--- config.mk ---
export PLATFORM = sky130hd
export DESIGN_NAME = sbf_framer
export DESIGN_NICKNAME = d
export VERILOG_FILES = /design/src/rtl/sbf_pkg.sv /design/src/rtl/sbf_ctrl.sv /design/src/rtl/sbf_datapath.sv /design/src/rtl/sbf_framer.sv
export SDC_FILE = /design/constraint.sdc
export NUM_CORES = 1
export LEC_CHECK = 0
export BUFFER_PORTS_ARGS = -buffer_cell sky130_fd_sc_hd__buf_2
export CORE_UTILIZATION = 30
export DETAILED_ROUTE_END_ITERATION = 12
export PLACE_DENSITY = 0.58
export RECOVER_POWER = 25
export SLEW_MARGIN = 20
export SYNTH_ARGS = -nofsm -noshare
export SYNTH_HDL_FRONTEND = slang
export SYNTH_SLANG_ARGS = --single-unit
--- constraint.sdc ---
create_clock -name clk -period 4.94 [get_ports clk]
set_input_delay 0.247 -clock clk [delete_from_list [all_inputs] [get_ports clk]]
set_output_delay 0.247 -clock clk [all_outputs]
set_load 0.01 [all_outputs]
--- src/rtl/sbf_pkg.sv ---
package sbf_pkg;
  // Strobes passed from the framing control to the datapath.
  typedef struct packed {
    logic active;       // out of reset, a character is presented
    logic payloadSlot;  // current position takes payload or filler
    logic paritySlot;   // current position takes parity
    logic blockStart;   // position 0
    logic superStart;   // position 0 of block 0
  } frameCtrl_t;
endpackage

--- src/rtl/sbf_ctrl.sv ---
module sbf_ctrl
  import sbf_pkg::*;
#(
  parameter int PAYLOAD_CHARS    = 502,
  parameter int PARITY_CHARS     = 8,
  parameter int BLOCKS_PER_SUPER = 4
) (
  input  logic       clk,
  input  logic       rst,
  input  logic       outReady,
  output frameCtrl_t ctrl
);
  localparam int BLOCK_CHARS = PAYLOAD_CHARS + PARITY_CHARS;
  localparam int POS_W = $clog2(BLOCK_CHARS);
  localparam int BLK_W = (BLOCKS_PER_SUPER > 1) ? $clog2(BLOCKS_PER_SUPER) : 1;
  localparam logic [POS_W-1:0] LAST_POS = POS_W'(BLOCK_CHARS - 1);
  localparam logic [POS_W-1:0] FIRST_PARITY = POS_W'(PAYLOAD_CHARS);

  logic [POS_W-1:0] pos;
  logic             blockWrap;
  logic             firstBlk;

  assign blockWrap = !rst && outReady && (pos == LAST_POS);

  always_ff @(posedge clk) begin
    if (rst) begin
      pos <= '0;
    end else if (outReady) begin
      if (pos == LAST_POS) pos <= '0;
      else                 pos <= pos + 1'b1;
    end
  end

  generate
    if (BLOCKS_PER_SUPER > 1) begin : gBlkCnt
      localparam logic [BLK_W-1:0] LAST_BLK = BLK_W'(BLOCKS_PER_SUPER - 1);
      logic [BLK_W-1:0] blkIdx;
      always_ff @(posedge clk) begin
        if (rst) begin
          blkIdx <= '0;
        end else if (blockWrap) begin
          if (blkIdx == LAST_BLK) blkIdx <= '0;
          else                    blkIdx <= blkIdx + 1'b1;
        end
      end
      assign firstBlk = (blkIdx == '0);
    end else begin : gSingleBlk
      assign firstBlk = 1'b1;
    end
  endgenerate

  always_comb begin
    ctrl.active      = !rst;
    ctrl.payloadSlot = !rst && (pos < FIRST_PARITY);
    ctrl.paritySlot  = !rst && (pos >= FIRST_PARITY);
    ctrl.blockStart  = !rst && (pos == '0);
    ctrl.superStart  = !rst && (pos == '0) && firstBlk;
  end
endmodule

--- src/rtl/sbf_datapath.sv ---
module sbf_datapath
  import sbf_pkg::*;
#(
  parameter int              CHAR_W    = 16,
  parameter logic [CHAR_W-1:0] FILL_CHAR = 16'hA5C3
) (
  input  frameCtrl_t        ctrl,
  input  logic [CHAR_W-1:0] inData,
  input  logic              inValid,
  input  logic [CHAR_W-1:0] parData,
  input  logic              outReady,
  output logic [CHAR_W-1:0] outData,
  output logic              outValid,
  output logic              inReady,
  output logic              parReady,
  output logic              blockStart,
  output logic              superStart
);
  always_comb begin
    if (ctrl.paritySlot)   outData = parData;
    else if (inValid)      outData = inData;
    else                   outData = FILL_CHAR;
    outValid   = ctrl.active;
    inReady    = ctrl.payloadSlot && outReady;
    parReady   = ctrl.paritySlot && outReady;
    blockStart = ctrl.blockStart;
    superStart = ctrl.superStart;
  end
endmodule

--- src/rtl/sbf_framer.sv ---
module sbf_framer
  import sbf_pkg::*;
#(
  parameter int                CHAR_W           = 16,
  parameter int                PAYLOAD_CHARS    = 502,
  parameter int                PARITY_CHARS     = 8,
  parameter int                BLOCKS_PER_SUPER = 4,
  parameter logic [CHAR_W-1:0] FILL_CHAR        = 16'hA5C3
) (
  input  logic              clk,
  input  logic              rst,
  input  logic [CHAR_W-1:0] inData,
  input  logic              inValid,
  output logic              inReady,
  input  logic [CHAR_W-1:0] parData,
  output logic              parReady,
  output logic [CHAR_W-1:0] outData,
  output logic              outValid,
  input  logic              outReady,
  output logic              blockStart,
  output logic              superStart
);
  frameCtrl_t ctrl;

  sbf_ctrl #(
    .PAYLOAD_CHARS   (PAYLOAD_CHARS),
    .PARITY_CHARS    (PARITY_CHARS),
    .BLOCKS_PER_SUPER(BLOCKS_PER_SUPER)
  ) uCtrl (
    .clk     (clk),
    .rst     (rst),
    .outReady(outReady),
    .ctrl    (ctrl)
  );

  sbf_datapath #(
    .CHAR_W   (CHAR_W),
    .FILL_CHAR(FILL_CHAR)
  ) uData (
    .ctrl      (ctrl),
    .inData    (inData),
    .inValid   (inValid),
    .parData   (parData),
    .outReady  (outReady),
    .outData   (outData),
    .outValid  (outValid),
    .inReady   (inReady),
    .parReady  (parReady),
    .blockStart(blockStart),
    .superStart(superStart)
  );
endmodule

* Word-level counts from Yosys, hierarchy flattened
Index checks and enable logic that the tools add are counted.
** Word-level totals
- Register bits after elaboration :: 11
- Memories kept :: 0
- Input port bits :: 36
- Latch bits :: 0
- Bits in read-only memories :: 0
- Output and inout bits :: 21
- Bits in writable memories :: 0
- Word-level logic and storage cells :: 23
** Operators by class
- Muxes and demuxes :: 4
- $lt $le $gt $ge :: 2
- Reductions and logical operators :: 11
- Shift operators :: 0
- Equality and inequality tests :: 2
- Multipliers :: 0
- Div/mod/pow operators :: 0
- Add/subtract/negate cells :: 2
- Bitwise operators :: 0
** Operators with widths (number)
- 16-bit 2-to-1 mux :: 2
- 9-bit by 1-bit adder with 9-bit output (second input constant) :: 1
- 9-bit == test (second input constant) :: 1
- 9-bit greater-or-equal comparator (second input constant) :: 1
- 9-bit logical NOT :: 1
- 9-bit < comparator (second input constant) :: 1
- 9-bit 2-to-1 mux :: 1
- 1-bit logical AND :: 8
- 2-bit by 1-bit adder with 2-bit output (second input constant) :: 1
- 2-bit == test (second input constant) :: 1
- 2-bit logical NOT :: 1
- 2-bit 2-to-1 mux :: 1
- 1-bit logical NOT :: 1

* Depth between registers and ports, before layout
- Depth in word-level cells :: 3
- Depth in mapped cells :: 6
- Gate-level depth less buffers :: 5

* Modules after synthesis
Synthesis repeated with hierarchy kept, for this count alone.
** Unflattened totals
- Cell total of the unflattened synthesis :: 115
- Area, all modules :: 963.4 µm²
** By module, submodules not included
- sbf_ctrl :: instances 1, cells an instance 77, sequential area each 220.2 µm², area each 694.4 µm²
- sbf_datapath :: instances 1, cells an instance 38, sequential area each 0.0 µm², area each 269.0 µm²

* Least setup slack after synthesis
Ideal clock, no wire load.
- Path type :: register -> output
- Start :: reg uCtrl.pos[0]
- End :: out outData[10]
- Path slack :: 3.020 ns
- Cell stages (with the launch flop) :: 7
- Buffers on the path :: 1
- Data arrival time :: 1.673 ns
- Required time :: 4.693 ns
- Cell sequence :: dfxtp_1 -> inv_1 -> ha_1 -> o21a_1 -> o2111ai_4 -> buf_6 -> mux2_4
** On the way
- Cells in the longest elaborated chain, start to end :: 3
** RTL lines
- start: declaration :: RTL line sbf_ctrl.sv:19 : logic [POS_W-1:0] pos;
- start signal: assignment :: RTL line sbf_ctrl.sv:30 : else pos <= pos + 1'b1;
- 9-bit greater-or-equal comparator :: RTL line sbf_ctrl.sv:55 : ctrl.paritySlot = !rst && (pos >= FIRST_PARITY);
- 1-bit logical AND :: RTL line sbf_ctrl.sv:55
- 16-bit 2-to-1 mux :: RTL line sbf_datapath.sv:20 : if (ctrl.paritySlot) outData = parData;
- end: declaration :: RTL line sbf_framer.sv:17 : output logic [CHAR_W-1:0] outData,
No other way between the ends.

* Final worst setup path
- Start :: reg uCtrl.pos[0]
- End :: out outData[7]
The elaborated chain is that of the path after synthesis.

==> out/metrics.yaml <==
critical_path:
  worst_setup_start_kind: "register"
  critical_path.cell_chain: "inv_1, ha_1, o21a_1, o2111ai_4, mux2_2, buf_2"
  max_stage_delay_ns: 0.53
  worstSetupPathType: "register to output port"
  worstRegToRegCells: 3
  critical_path.max_fanout: 16
  reg2reg_setup_slack_ns: 3.04
  r2r-end: "uCtrl.gBlkCnt.blkIdx[0]$_SDFFE_PP0P_"
  worst-path-buf-inv: 2
  timing.critical_path.required_ns: 4.69
  cell_type_of_the_slowest_stage_on_the_worst_timing_path: "sky130_fd_sc_hd__o2111ai_4"
  arrival_ns: 2.34
  endpoint_kind: "output port"
  crit-reg2reg-launch: "uCtrl.pos[4]$_SDFFE_PP0P_"
  cell_class_contributing_the_biggest_share_of_worst_path_delay: "compound AO/OA/AOI/OAI gates"
cells_and_area:
  finish.net_count: 225
  fin_area_um2: 1360
  final_layout_size_suffix_gt1_share_pct: 38.5
  layout_area_growth_over_synthesis_pct: 30.7
  antenna_cells: 0
  finalNonFillerCells: 228
worst_hold_path:
  worstHoldStart: "outReady"
  worstHoldEndpoint: "uCtrl.pos[1]$_SDFFE_PP0P_"
  whs_path_depth: 3
  min-delay-path-class: "primary input to register"
global_route:
  gr-usage-all-layers_pct: 15.1
  grt.overflow.total: 0
  number_of_antenna_violations_at_the_first_check_in_global_routing: 0
  pin_count_of_the_biggest_net_entering_global_routing: 17
  grt_pass1_wl_um: 4200
  vias_in_the_first_global_route: 996
floorplan:
  top_level_ports: 57
  dieArea_um2: 3710
  design.core.area_um2: 3340
  die_x_um: 60.9
  start_util_pct: 31.2
  die_h_um: 60.9
  row_count: 21
sta:
  clock_period_minus_final_worst_setup_slack_ns: 2.59
  maxSlewViolCount: 0
  fin_tns_setup_ns: 0
  timing_hold_violations_final: 0
  final-setup-viol-count: 0
  final.setup_skew_ns: 0.00501
  maxSlewHeadroom_pct: 58.2
  unrepaired_setup_endpoints_after_global_routing: "false"
  timing_worst_slew_pin_value_ns: 0.626
  layout_worst_path_cycle_share_pct: 52.4
  hold_slack_final_ns: 0.350
  clock.fmax_ghz: 0.387
logic_synthesis:
  synth_cell_type_count: 37
  synthCells: 129
  synthTopCellsByCount: "sky130_fd_sc_hd__nand2_1 (19), sky130_fd_sc_hd__inv_1 (14), sky130_fd_sc_hd__dfxtp_1 (11)"
  yosysWarnings: 0
  synth-async-reset-ratio_pct: 0
  postSynthAreaPerCell_um2: 8.06
  synth_area_um2: 1040
  ys_ff_latch: 11
  number_of_synthesized_flops_with_an_enable_pin: 0
  yosysMostFrequentCell: "sky130_fd_sc_hd__nand2_1"
  synthTopCellsByArea: "sky130_fd_sc_hd__dfxtp_1 (21%), sky130_fd_sc_hd__mux2i_1 (8.7%), sky130_fd_sc_hd__mux2_2 (7.6%)"
  synth_flop_cell: "sky130_fd_sc_hd__dfxtp_1"
  synth_largest_area_cell: "sky130_fd_sc_hd__dfxtp_1"
  syn_nets: 171
  yosysSeqAreaShare_pct: 21.2
  netlist.area_leader.share_pct: 21.2
drt:
  drt.antenna.violating_nets: 0
  drc: 0
  drt-wirelength-per-cell_um: 11.8
  drt_iter0_markers: 49
  drt_pre_antenna_iters: 4
  vias: 1135
  avgViaCountPerCell: 4.98
  totalWireLength_um: 2700
clock_network:
  worstSkewPairLatency_ns: 0.28
  cts-root-to-sink-buffers: 2
  clock-sinks: 11
  post-cts-setup-buffers: 0
  cts.htree.levels: 1
  tritoncts: "built"
  cts_root_buffer: "sky130_fd_sc_hd__clkbuf_4"
  post_cts_hold_buffer_count: 0
  cts_inserted_buffers: 3
  clkSlewWorstSetupHoldPaths_ns: 0.07
  cts_resized: 0
run:
  drv_cap: 0
power_and_ir_drop:
  power.density_nw_per_um2: 167
  p_leak_nw: 0.674
  vdd_drop_max_uv: 57.7
run_status:
  outcome: "finished, final reports clean"
placed_design:
  numPlacedInstances: 224
  placement.io_buffers: 56
  detailed_place_hpwl_um: 2160
  detailed_place.area_um2: 1340
  gp_routability_congestion: 0.888
[state kept, by name, indices dropped and copies added (netlist names)]
signal	count
uCtrl.gBlkCnt.blkIdx	2
uCtrl.pos	9
[tightest hold or removal path, delay by kind of cell]
family | cells | cell delay [ns]
compound gates | 2 | 0.17
buf+inv | 1 | 0.16
[per-stage QoR]
| step | util (%) | setup WS (ns) | power [mW] |
|---|---|---|---|
| global route | 40.7 | 2.19 | 0.240 |
| CTS | 40.9 | 2.33 | 0.230 |
| global placement | 40.1 | 2.72 | 0.163 |
| floorplan | - | 3.02 | 0.136 |
| detailed placement | 40.1 | 2.66 | 0.165 |
| finish | 40.7 | 2.35 | 0.227 |
[how the worst max path moves through the flow]
stage,startpoint,endpoint,cells after the start
floorplan,uCtrl.pos[0]$_SDFFE_PP0P_,outData[10],6
global placement,uCtrl.pos[0]$_SDFFE_PP0P_,outData[6],6
detailed placement,uCtrl.pos[0]$_SDFFE_PP0P_,outData[6],6
CTS,uCtrl.pos[0]$_SDFFE_PP0P_,outData[6],6
global route,uCtrl.pos[0]$_SDFFE_PP0P_,outData[7],6
finish,uCtrl.pos[0]$_SDFFE_PP0P_,outData[7],6
[cell usage in the layout (no fill, tap or decap), types with 2 or more instances in the layout]
cell type                   n
sky130_fd_sc_hd__o21ai_0    2
sky130_fd_sc_hd__dfxtp_1   11
sky130_fd_sc_hd__ha_1       6
sky130_fd_sc_hd__o211ai_1   2
sky130_fd_sc_hd__nand2b_1   9
sky130_fd_sc_hd__a21oi_1    3
sky130_fd_sc_hd__nor2_1     3
sky130_fd_sc_hd__or3_1      2
sky130_fd_sc_hd__nand2_1   19
sky130_fd_sc_hd__a311oi_1   2
sky130_fd_sc_hd__and3_1     2
sky130_fd_sc_hd__mux2_2     7
sky130_fd_sc_hd__mux2_4     2
sky130_fd_sc_hd__buf_2     55
sky130_fd_sc_hd__clkbuf_1   2
sky130_fd_sc_hd__nand3_1    3
sky130_fd_sc_hd__inv_1     14
sky130_fd_sc_hd__a31oi_1    4
sky130_fd_sc_hd__nor3_1     7
sky130_fd_sc_hd__clkbuf_4   3
sky130_fd_sc_hd__mux2i_1    9
[final cells by class]
cell class,count,area (µm²)
well taps,46,57.6
clock buffers,4,26.3
multi-input cells,97,723
fillers,365,1980
repair buffers,56,279
inverters,14,52.6
flip-flops and latches,11,220
[power breakdown]
part           leakage, nW  total (mW)  switching (mW)  internal, mW
logic                0.569      0.0610          0.0289        0.0321
registers           0.0894       0.101         0.00873        0.0927
clock network       0.0150      0.0645          0.0332        0.0313
[layer usage]
metal	up-vias	routed length, µm	GRT usage [%]
li1	558	-	-
met1	510	1150	18.8
met2	63	1280	26.7
met3	4	237	2.13
met4	0	32	4.87
met5	-	0	0
[cells by family after synthesis]
logic type      Yosys count  share of synthesized area [%]
simple gates             50                           25.5
mux                      18                           19.1
xor+xnor                  2                           1.69
compound gates           21                           16.5
flops                    11                           21.2
fa+ha+maj                 6                           7.22
buf+inv                  21                           8.78
Power figures use the tool's default switching activity.
